## src/rtl/dramc_pkg.sv

```systemverilog
`timescale 1ns/1ps
// Shared types for the DRAM controller: controller states and the
// destination taken once a precharge completes.
package dramc_pkg;

    typedef enum logic [2:0] {
        ST_IDLE,    // waiting; page may be open (row strobe low)
        ST_PRE,     // row strobe high, precharge count
        ST_ROW,     // row address setup, row strobe still high
        ST_RCD,     // row strobe low, row-to-column wait
        ST_COL,     // column address setup, column strobe high
        ST_STROBE,  // column strobe low, data transfer
        ST_RROW,    // refresh row address setup
        ST_RACT     // refresh activation, column strobe high
    } ctrl_state_e;

    typedef enum logic [1:0] {
        GO_ACCESS,
        GO_REFRESH,
        GO_IDLE
    } pre_goal_e;

endpackage

```

## src/rtl/dramc_refresh.sv

```systemverilog
`timescale 1ns/1ps
// Refresh scheduler.
// Raises a pending flag every INTERVAL cycles and keeps the row to
// refresh next. Assumes the controller pulses `grant` once it starts
// servicing a pending refresh and `done` once that refresh's
// activation ends. The row counter moves on `done` and wraps.
module dramc_refresh #(
    parameter int ROW_W    = 4,
    parameter int INTERVAL = 64
) (
    input  logic             clk,
    input  logic             rst_n,
    input  logic             grant,
    input  logic             done,
    output logic             pending,
    output logic [ROW_W-1:0] ref_row
);
    localparam int TW = (INTERVAL > 2) ? $clog2(INTERVAL) : 1;

    logic [TW-1:0] tick_cnt_q;
    logic          tick;

    assign tick = (tick_cnt_q == TW'(INTERVAL - 1));

    // Interval timer, free running.
    always_ff @(posedge clk) begin
        if (!rst_n)    tick_cnt_q <= '0;
        else if (tick) tick_cnt_q <= '0;
        else           tick_cnt_q <= tick_cnt_q + 1'b1;
    end

    // Pending flag: set by the timer, cleared by the grant.
    always_ff @(posedge clk) begin
        if (!rst_n)     pending <= 1'b0;
        else if (tick)  pending <= 1'b1;
        else if (grant) pending <= 1'b0;
    end

    // Row counter: advance after each refresh, wrap naturally.
    always_ff @(posedge clk) begin
        if (!rst_n)    ref_row <= '0;
        else if (done) ref_row <= ref_row + 1'b1;
    end

endmodule

```

## src/rtl/dramc_addr_split.sv

```systemverilog
`timescale 1ns/1ps
// Splits a flat word address into row and column fields and compares
// the row with the page held open. Purely combinational.
module dramc_addr_split #(
    parameter int ROW_W = 4,
    parameter int COL_W = 4
) (
    input  logic [ROW_W+COL_W-1:0] flat_addr,
    input  logic [ROW_W-1:0]       open_row,
    input  logic                   page_open,
    output logic [ROW_W-1:0]       row,
    output logic [COL_W-1:0]       col,
    output logic                   page_hit
);
    // Field split: row in the upper bits, column in the lower bits.
    assign row = flat_addr[ROW_W+COL_W-1:COL_W];
    assign col = flat_addr[COL_W-1:0];

    // Hit only when a page is open and its row matches.
    assign page_hit = page_open && (row == open_row);

endmodule

```

## src/rtl/dram_async_ctrl.sv

```systemverilog
`timescale 1ns/1ps
// Multiplexed-address DRAM controller with periodic row refresh.
// Turns host requests into row/column strobe sequences and leaves the
// row open after each access (page mode). Strobe and address outputs
// are decoded from registered state only. Assumes T_RCD, T_CAS and
// T_RP are at least 1, and REF_INTERVAL is well above one access time.
module dram_async_ctrl
    import dramc_pkg::*;
#(
    parameter int ROW_W        = 4,
    parameter int COL_W        = 4,
    parameter int DATA_W       = 8,
    parameter int T_RCD        = 2,
    parameter int T_CAS        = 2,
    parameter int T_RP         = 2,
    parameter int REF_INTERVAL = 64,
    localparam int FLAT_W      = ROW_W + COL_W,
    localparam int AW          = (ROW_W > COL_W) ? ROW_W : COL_W
) (
    input  logic              clk,
    input  logic              rst_n,
    input  logic              req_valid,
    output logic              req_ready,
    input  logic              req_write,
    input  logic [FLAT_W-1:0] req_addr,
    input  logic [DATA_W-1:0] req_wdata,
    output logic              rd_valid,
    output logic [DATA_W-1:0] rd_data,
    output logic              dram_ras_n,
    output logic              dram_cas_n,
    output logic              dram_we_n,
    output logic              dram_oe_n,
    output logic [AW-1:0]     dram_addr,
    output logic [DATA_W-1:0] dram_dq_out,
    output logic              dram_dq_oe,
    input  logic [DATA_W-1:0] dram_dq_in
);
    localparam int T_RAS = T_RCD + T_CAS;
    localparam int CW    = $clog2(T_RAS + T_RP + 1);

    ctrl_state_e       state_q;
    pre_goal_e         goal_q;
    logic [CW-1:0]     cnt_q;
    logic              page_open_q;
    logic [ROW_W-1:0]  open_row_q;
    logic [ROW_W-1:0]  acc_row_q;
    logic [COL_W-1:0]  acc_col_q;
    logic              acc_wr_q;
    logic [DATA_W-1:0] acc_wd_q;
    logic [DATA_W-1:0] rd_data_q;
    logic              rd_valid_q;

    logic             ref_pending;
    logic [ROW_W-1:0] ref_row;
    logic             ref_grant;
    logic             ref_done;
    logic [ROW_W-1:0] req_row;
    logic [COL_W-1:0] req_col;
    logic             req_hit;
    logic             accept;
    logic             in_col_phase;

    dramc_refresh #(
        .ROW_W   (ROW_W),
        .INTERVAL(REF_INTERVAL)
    ) u_refresh (
        .clk    (clk),
        .rst_n  (rst_n),
        .grant  (ref_grant),
        .done   (ref_done),
        .pending(ref_pending),
        .ref_row(ref_row)
    );

    dramc_addr_split #(
        .ROW_W(ROW_W),
        .COL_W(COL_W)
    ) u_split (
        .flat_addr(req_addr),
        .open_row (open_row_q),
        .page_open(page_open_q),
        .row      (req_row),
        .col      (req_col),
        .page_hit (req_hit)
    );

    // Host handshake: ready only in idle with no refresh waiting.
    assign req_ready = (state_q == ST_IDLE) && !ref_pending;
    assign accept    = req_valid && req_ready;

    // Refresh handshake pulses towards the scheduler.
    assign ref_grant = (state_q == ST_RROW);
    assign ref_done  = (state_q == ST_RACT) && (cnt_q == CW'(T_RAS - 1));

    // Main sequencer: state, phase counter and page tracking.
    always_ff @(posedge clk) begin
        if (!rst_n) begin
            state_q     <= ST_IDLE;
            goal_q      <= GO_IDLE;
            cnt_q       <= '0;
            page_open_q <= 1'b0;
            open_row_q  <= '0;
            acc_row_q   <= '0;
            acc_col_q   <= '0;
            acc_wr_q    <= 1'b0;
            acc_wd_q    <= '0;
            rd_data_q   <= '0;
            rd_valid_q  <= 1'b0;
        end else begin
            rd_valid_q <= 1'b0;
            case (state_q)
                ST_IDLE: begin
                    cnt_q <= '0;
                    if (ref_pending) begin
                        if (page_open_q) begin
                            state_q     <= ST_PRE;
                            goal_q      <= GO_REFRESH;
                            page_open_q <= 1'b0;
                        end else begin
                            state_q <= ST_RROW;
                        end
                    end else if (accept) begin
                        acc_row_q <= req_row;
                        acc_col_q <= req_col;
                        acc_wr_q  <= req_write;
                        acc_wd_q  <= req_wdata;
                        if (req_hit) begin
                            state_q <= ST_COL;
                        end else if (page_open_q) begin
                            state_q     <= ST_PRE;
                            goal_q      <= GO_ACCESS;
                            page_open_q <= 1'b0;
                        end else begin
                            state_q <= ST_ROW;
                        end
                    end
                end
                ST_PRE: begin
                    if (cnt_q == CW'(T_RP - 1)) begin
                        cnt_q <= '0;
                        case (goal_q)
                            GO_ACCESS:  state_q <= ST_ROW;
                            GO_REFRESH: state_q <= ST_RROW;
                            default:    state_q <= ST_IDLE;
                        endcase
                    end else begin
                        cnt_q <= cnt_q + 1'b1;
                    end
                end
                ST_ROW: begin
                    state_q     <= ST_RCD;
                    cnt_q       <= '0;
                    page_open_q <= 1'b1;
                    open_row_q  <= acc_row_q;
                end
                ST_RCD: begin
                    if (cnt_q == CW'(T_RCD - 1)) begin
                        state_q <= ST_COL;
                        cnt_q   <= '0;
                    end else begin
                        cnt_q <= cnt_q + 1'b1;
                    end
                end
                ST_COL: begin
                    state_q <= ST_STROBE;
                    cnt_q   <= '0;
                end
                ST_STROBE: begin
                    if (cnt_q == CW'(T_CAS - 1)) begin
                        state_q <= ST_IDLE;
                        cnt_q   <= '0;
                        if (!acc_wr_q) begin
                            rd_data_q  <= dram_dq_in;
                            rd_valid_q <= 1'b1;
                        end
                    end else begin
                        cnt_q <= cnt_q + 1'b1;
                    end
                end
                ST_RROW: begin
                    state_q <= ST_RACT;
                    cnt_q   <= '0;
                end
                ST_RACT: begin
                    if (cnt_q == CW'(T_RAS - 1)) begin
                        state_q <= ST_PRE;
                        goal_q  <= GO_IDLE;
                        cnt_q   <= '0;
                    end else begin
                        cnt_q <= cnt_q + 1'b1;
                    end
                end
                default: state_q <= ST_IDLE;
            endcase
        end
    end

    assign in_col_phase = (state_q == ST_COL) || (state_q == ST_STROBE);

    // Strobe decode from registered state.
    always_comb begin
        dram_ras_n = !((state_q == ST_RCD) || in_col_phase ||
                       (state_q == ST_RACT) ||
                       ((state_q == ST_IDLE) && page_open_q));
        dram_cas_n = !(state_q == ST_STROBE);
        dram_we_n  = !(in_col_phase && acc_wr_q);
        dram_oe_n  = !(in_col_phase && !acc_wr_q);
        dram_dq_oe = in_col_phase && acc_wr_q;
    end

    // Shared address pin multiplexer.
    always_comb begin
        case (state_q)
            ST_ROW, ST_RCD:     dram_addr = AW'(acc_row_q);
            ST_COL, ST_STROBE:  dram_addr = AW'(acc_col_q);
            ST_RROW, ST_RACT:   dram_addr = AW'(ref_row);
            default:            dram_addr = '0;
        endcase
    end

    assign dram_dq_out = acc_wd_q;
    assign rd_data     = rd_data_q;
    assign rd_valid    = rd_valid_q;

endmodule

```

## config.mk

```make
export PLATFORM = sky130hd
export DESIGN_NAME = dram_async_ctrl
export DESIGN_NICKNAME = d
export VERILOG_FILES = /design/src/rtl/dramc_pkg.sv /design/src/rtl/dramc_refresh.sv /design/src/rtl/dramc_addr_split.sv /design/src/rtl/dram_async_ctrl.sv
export SDC_FILE = /design/constraint.sdc
export NUM_CORES = 1
export LEC_CHECK = 0
export BUFFER_PORTS_ARGS = -buffer_cell sky130_fd_sc_hd__buf_4
export CORE_MARGIN = 1
export CORE_UTILIZATION = 40
export DETAILED_ROUTE_END_ITERATION = 16
export PLACE_DENSITY_LB_ADDON = 0.25
export SLEW_MARGIN = 10
export SYNTH_ARGS = -nofsm -noshare
export SYNTH_HDL_FRONTEND = slang
export SYNTH_SLANG_ARGS = --single-unit
```

## constraint.sdc

```tcl
create_clock -name clk -period 2.3 [get_ports clk]
set_input_delay 0.345 -clock clk [delete_from_list [all_inputs] [get_ports clk]]
set_output_delay 0.345 -clock clk [all_outputs]
set_load 0.01 [all_outputs]
```

== After elaboration in Yosys (flattened, before gate mapping) ==
Index checks and enable logic that the tools add are counted.

* Register bits: 50
* Input bits: 28
* Output and inout bits: 27
* Logic and storage cells: 103

* Add/subtract/negate cells: 3
* Equality and inequality tests: 20
* Mux-type cells: 29
* Bitwise operators: 3
* Reduce and logical (&&, ||, !) cells: 34

{| class="wikitable"
|+ Operators with widths
! cell !! count
|-
| 3-bit 2-to-1 mux || 10
|-
| 3-bit case mux with 8 select lines || 1
|-
| 2-bit 2-to-1 mux || 7
|-
| 3-bit equality test (second input constant) || 4
|-
| 4-bit case mux with 3 select lines || 1
|-
| 3-bit AND reduction || 4
|-
| 3-bit by 2-bit equality test with 1-bit output (second input constant) || 3
|-
| 3-bit case mux with 3 select lines || 1
|-
| 2-bit OR reduction || 4
|-
| 1-bit logical AND || 7
|-
| 6-bit by 1-bit adder with 6-bit output (second input constant) || 1
|-
| 3-bit by 1-bit equality test with 1-bit output (second input constant) || 2
|-
| 6-bit equality test (second input constant) || 1
|-
| 1-bit zero test || 6
|-
| 1-bit 2-to-1 mux || 6
|-
| 2-bit inequality test (second input constant) || 3
|-
| 3-bit by 2-bit inequality test with 1-bit output (second input constant) || 2
|-
| 3-bit case mux with 2 select lines || 1
|-
| 6-bit AND reduction || 1
|-
| 2-bit nonzero test || 3
|-
| 5-bit AND reduction || 1
|-
| 4-bit by 1-bit adder with 4-bit output (second input constant) || 1
|-
| 4-bit equality test || 1
|-
| 1-bit logical OR || 4
|-
| 12 further kinds || 14
|}

== Logic depth before layout (Yosys ltp) ==
* Word-level depth: 6
* Mapped depth: 8
* Mapped depth without buffers: 6

== By module ==
From an unflattened synthesis, not the netlist that was laid out.

* Cell total of the unflattened synthesis: 283
* Area total of the unflattened synthesis: 2383.5 um2

{| class="wikitable"
|+ By module, submodules not included
! module !! times used !! cells an instance !! area an instance (um2) !! seq. area each (um2)
|-
| dram_async_ctrl || 1 || 221 || 1824.2 || 780.7
|-
| dramc_refresh || 1 || 45 || 434.2 || 220.2
|-
| dramc_addr_split || 1 || 17 || 125.1 || 0.0
|}

== Worst setup path after synthesis ==
No wires, ideal clock.

* Path type: flip-flop to output port
* From: reg state_q[1]
* To: out dram_addr[0]
* Data arrival time: 1309 ps
* Required time: 1955 ps
* Slack: 646 ps
* Cell stages (with the launch flop): 5
* Path buffers: 2
* Cells stage by stage: dfxtp_1 > buf_2 > buf_1 > nand2_1 > o21ai_0

* Word-level cells in the longest chain between the ends: 3
* Elaborated cells on any way between the ends: 10
* Those cells by class: eq/ne: 6; mux: 1; reduce/logical: 3

{| class="wikitable"
|+ RTL lines
! element !! RTL line !! source
|-
| start: declaration || dram_async_ctrl.sv:41 || <nowiki>ctrl_state_e state_q;</nowiki>
|-
| start signal: assignment || dram_async_ctrl.sv:98 || <nowiki>state_q <= ST_IDLE;</nowiki>
|-
| start signal: assignment || dram_async_ctrl.sv:116 || <nowiki>state_q <= ST_PRE;</nowiki>
|-
| start signal: assignment || dram_async_ctrl.sv:120 || <nowiki>state_q <= ST_RROW;</nowiki>
|-
| 3-bit equality test or 3-bit by 2-bit equality test with 1-bit output (tied branches) || dram_async_ctrl.sv:213 || <nowiki>case (state_q)</nowiki>
|-
| 2-bit OR reduction || dram_async_ctrl.sv:213 ||
|-
| 4-bit case mux with 3 select lines * || dram_async_ctrl.sv:213 ||
|-
| end: declaration || dram_async_ctrl.sv:33 || <nowiki>output logic [AW-1:0] dram_addr,</nowiki>
|}

Mark *: on every way between the ends. The rest lies on a longest branch, timed or not.

== Final worst setup path ==
* From: reg state_q[1]
* To: out dram_addr[3]

Same word-level chain as after synthesis.

==> out/qor_table.md <==
| Stage | Result | This run |
|---|---|---|
| run status | Outcome | finished clean |
| global route | Global-route congestion overflow total | 0 |
| placed design | Dpl ws | 0.390 ns |
| drt | Wirelength, routed | 4820 um |
| clocking | Sinks on Clock Net | 50 |
| critical path | WS Path Type | register to output port |
| clocking | H-Tree Level Count | 2 |
| pwr | Net switching component of the power | 0.883 mW |
| drt | First-pass DRT Iterations | 4 |
| sta | Share of the clock period used by the worst path after layout | 92.9% |
| drt | Number of nets with antenna violations after detailed routing | 0 |
| floorplan | Die Y-Extent | 77.0 um |
| logic synthesis | Share of async-settable or async-resettable flops after synthesis | 0% |
| critical path | Crit Reg-Reg Endpoint | rd_data[2] |
| sta | Minimum clock period after layout | 2.14 ns |
| logic synthesis | Cell types with the highest counts after synthesis | sky130_fd_sc_hd__nand2_1, sky130_fd_sc_hd__dfxtp_1, sky130_fd_sc_hd__a21oi_1, sky130_fd_sc_hd__nor2_1, sky130_fd_sc_hd__inv_1 |
| logic synthesis | Share of the synthesized area in the top cell type | 44.5% |
| critical path | Crit path required time | 1.96 ns |
| placed design | Final RePlAce weighted congestion | 0.827 |
| global route | GR Layer Usage met1 | 22.5% |
| min path | Hold path startpoint | req_wdata[4] |
| pwr | Comb pwr share | 34.8% |
| critical path | Type of element launching the critical path | register |
| sta | Setup violations, final | 0 |
| sta | Clock tree skew after final layout | 0.00586 ns |
| logic synthesis | YS warnings | 0 |
| drt | Vias after detailed routing | 1967 |
| cells and area | Count of inserted antenna diode cells | 0 |
| sta | Actual slew at the worst max-slew pin | 0.681 ns |
| pwr | Internal Pwr Total | 1.57 mW |
| clocking | Post-CTS Repair Setup Buffers | 0 |
| clocking | Clk buf depth | 2 |
| critical path | Worst R2R Start | state_q[1] |
| cells and area | Count of nets after finishing | 365 |
| global route | M2 GR Usage | 26.7% |
| sta | Unrepaired setup endpoints after global routing | false |
| sta | Final slew viol count | 0 |
| critical path | Maximum fanout encountered on the critical timing path | 18 |
| logic synthesis | Synthesis-stage register bit count | 50 |
| pwr | Worst VDD drop | 0.368 mV |
| logic synthesis | Cell taking the most area after synthesis | sky130_fd_sc_hd__dfxtp_1 |
| floorplan | Full die area | 5930 um^2 |
| logic synthesis | Post-Syn Area | 2250 um^2 |
| global route | Maximum number of pins on one net before global-route repair | 32 |
| clocking | CTS tree | built |
| cells and area | Share of layout cells above drive strength 1 | 22.7% |
| logic synthesis | Mean instance size in the synthesized netlist | 8.06 um^2 |
| drt | Average wire per standard cell | 12.0 um |
| critical path | Slack of the worst reg-to-reg path | 0.38 ns |
| drt | Iteration-0 DRC Markers | 80 |
| drt | DRC | 0 |
| logic synthesis | Main synth FF type | sky130_fd_sc_hd__dfxtp_1 |
| clocking | Insertion delay to the later sink of the worst-skew pair | 0.30 ns |
| sta | Slack of the critical path | 0.162 ns |
| sta | Rel. slew slack | 54.5% |
| sta | Highest Clock Rate | 468 MHz |
| min path | Number of cells on the worst hold path | 3 |
| sta | Final Hold Viols | 0 |
| logic synthesis | Leading cell types by total area after synthesis | sky130_fd_sc_hd__dfxtp_1, sky130_fd_sc_hd__nand2_1, sky130_fd_sc_hd__a21oi_1 |
| drt | Avg Vias per Cell | 4.92 |
| global route | Global Route Usage Sum | 17.0% |
| global route | GR Layer Usage met3 | 4.64% |
| cells and area | Layout filler cell count | 534 |
| critical path | Count of cells along the worst register-to-register path | 6 |
| floorplan | Initial core utilization | 42.7% |
| logic synthesis | Number of distinct standard cells referenced by the synthesized netlist | 38 |
| placed design | Detailed placer's ending HPWL | 3440 um |
| critical path | Critical path capture point type | output port |
| floorplan | Ports placed on the boundary | 55 |
| logic synthesis | Synthesized netlist cell count | 279 |
| logic synthesis | Number of enable flip-flop cells after synthesis | 0 |
| min path | Classification of the worst-slack hold path | input pin to register |
| pwr | Flop pwr share | 45.8% |
| placed design | Count of port buffers added during placement | 54 |
| clocking | Cells resized by post-CTS repair | 0 |
| pwr | Clock network power share | 19.4% |
| clocking | Clk root buf | sky130_fd_sc_hd__clkbuf_8 |
| floorplan | Die outline width | 77.0 um |
| clocking | Clock slew seen by the registers of the worst setup and hold paths | 0.08 ns |
| global route | Number of antenna violations at the first check in global routing | 0 |
| floorplan | Std cell rows | 26 |
| logic synthesis | Most numerous cell in the Yosys netlist | sky130_fd_sc_hd__nand2_1 |
| logic synthesis | Sequential cell area fraction in the yosys report | 44.5% |
| cells and area | Layout overhead on the synthesized area | 23.8% |
| run | Max Cap Violations | 0 |
| logic synthesis | Syn Nets | 314 |
| clocking | Hold Buf Count CTS | 0 |
| critical path | CP arrival | 1.79 ns |
| sta | Setup TNS Final | 0 ns |
| min path | Hold-critical path endpoint | dram_dq_out[4] |
| global route | Via count of the first global-routing pass | 1802 |
| pwr | Leakage dissipation | 1.14 nW |
| global route | First-pass GRT wire length | 8180 um |
| clocking | Number of buffers added by the clock tree synthesis step | 5 |
| pwr | Power per standard cell area | 880 nW/um^2 |
| global route | Busiest layer in global routing | met2 |
| floorplan | Core region area | 5270 um^2 |
| pwr | Net switching share of the total power | 36.0% |
==> power groups by stage <==
stage / Clock [mW] / Combinational [mW] / Sequential (mW)
after floorplan: 0 / 0.612 / 1.08
after global placement: 0 / 0.850 / 1.13
after detailed placement: 0 / 0.858 / 1.14
after CTS: 0.504 / 0.859 / 1.12
after global routing: 0.538 / 0.953 / 1.14
final: 0.475 / 0.852 / 1.12
==> flip-flops by register name, indices dropped and copies added, names as in the netlist, 2 cells and up <==
signal and cells:
acc_row_q 4, acc_col_q 4, cnt_q 3, goal_q 2, u_refresh.tick_cnt_q 6, dram_dq_out 8, u_refresh.ref_row 4, rd_data 8
state_q 3, open_row_q 4
==> cells in the final DEF, fill, tap and decap left out, drive strengths merged, types with 7 or more instances in the layout <==
master / instances
nand2: 83
a21oi: 37
ha: 7
inv: 9
nor2: 11
xor2: 7
clkbuf: 7
dfxtp: 50
o21ai: 9
nand3: 8
buf: 60
==> kinds of logic (layout without fill, tap and decap cells) <==
kind of cell / Yosys count / in the layout / share of synthesized area [%]
XOR/XNOR: 11 / 11 / 4.28
AND/OR/NAND/NOR: 124 / 124 / 25.1
AO/OA/AOI/OAI: 56 / 56 / 14.2
multiplexers: 6 / 6 / 2.95
adder cells (fa/ha/maj): 7 / 7 / 3.90
buffers and inverters: 25 / 76 / 5.06
flip-flops: 50 / 50 / 44.5
==> critical path: stages, from the launching register on <==
cell and delay, ns:
sky130_fd_sc_hd__dfxtp_1 0.77, sky130_fd_sc_hd__mux2_2 0.40, sky130_fd_sc_hd__nand2_1 0.06, sky130_fd_sc_hd__o21ai_0 0.10, sky130_fd_sc_hd__buf_4 0.16
==> layout make-up <==
class	count	area, um^2	area share [%]
Multi-Input combinational cell	204	1130	40.7
Timing Repair Buffer	60	450	16.2
Sequential cell	50	1000	36.0
Inverter	9	33.8	1.21
Tap cell	70	87.6	3.15
Clock buffer	7	76.3	2.74
==> through the flow <==
step                utilization, %  hold slack [ns]  cells  instance area [um^2]  power (mW)
global placement              51.4            0.428    393                  2710        1.98
finish                        52.8            0.286    400                  2780        2.45
detailed placement            51.4            0.441    393                  2710        2.00
global route                  52.8            0.278    400                  2780        2.63
floorplan                        -            0.413    279                  2250        1.69
CTS                           52.8            0.275    400                  2780        2.48
==> worst max-delay path by stage <==
stage,from,endpoint,cells past startpoint
final,state_q[1],dram_addr[3],4
after global routing,state_q[1],dram_addr[1],4
after CTS,state_q[1],dram_addr[3],4
after detailed placement,state_q[1],rd_data[2],6
after global placement,state_q[1],goal_q[0],5
after floorplan,state_q[1],dram_addr[0],4
==> routing by layer <==
layer	vias to the layer above	wire (um)	part of all wire [%]
li1	1026	-	-
met1	883	2340	49
met2	53	2140	44
met3	5	285	5.9
met4	0	51	1.1
met5	-	0	0
Note: power is estimated with default switching activity, not from simulation.
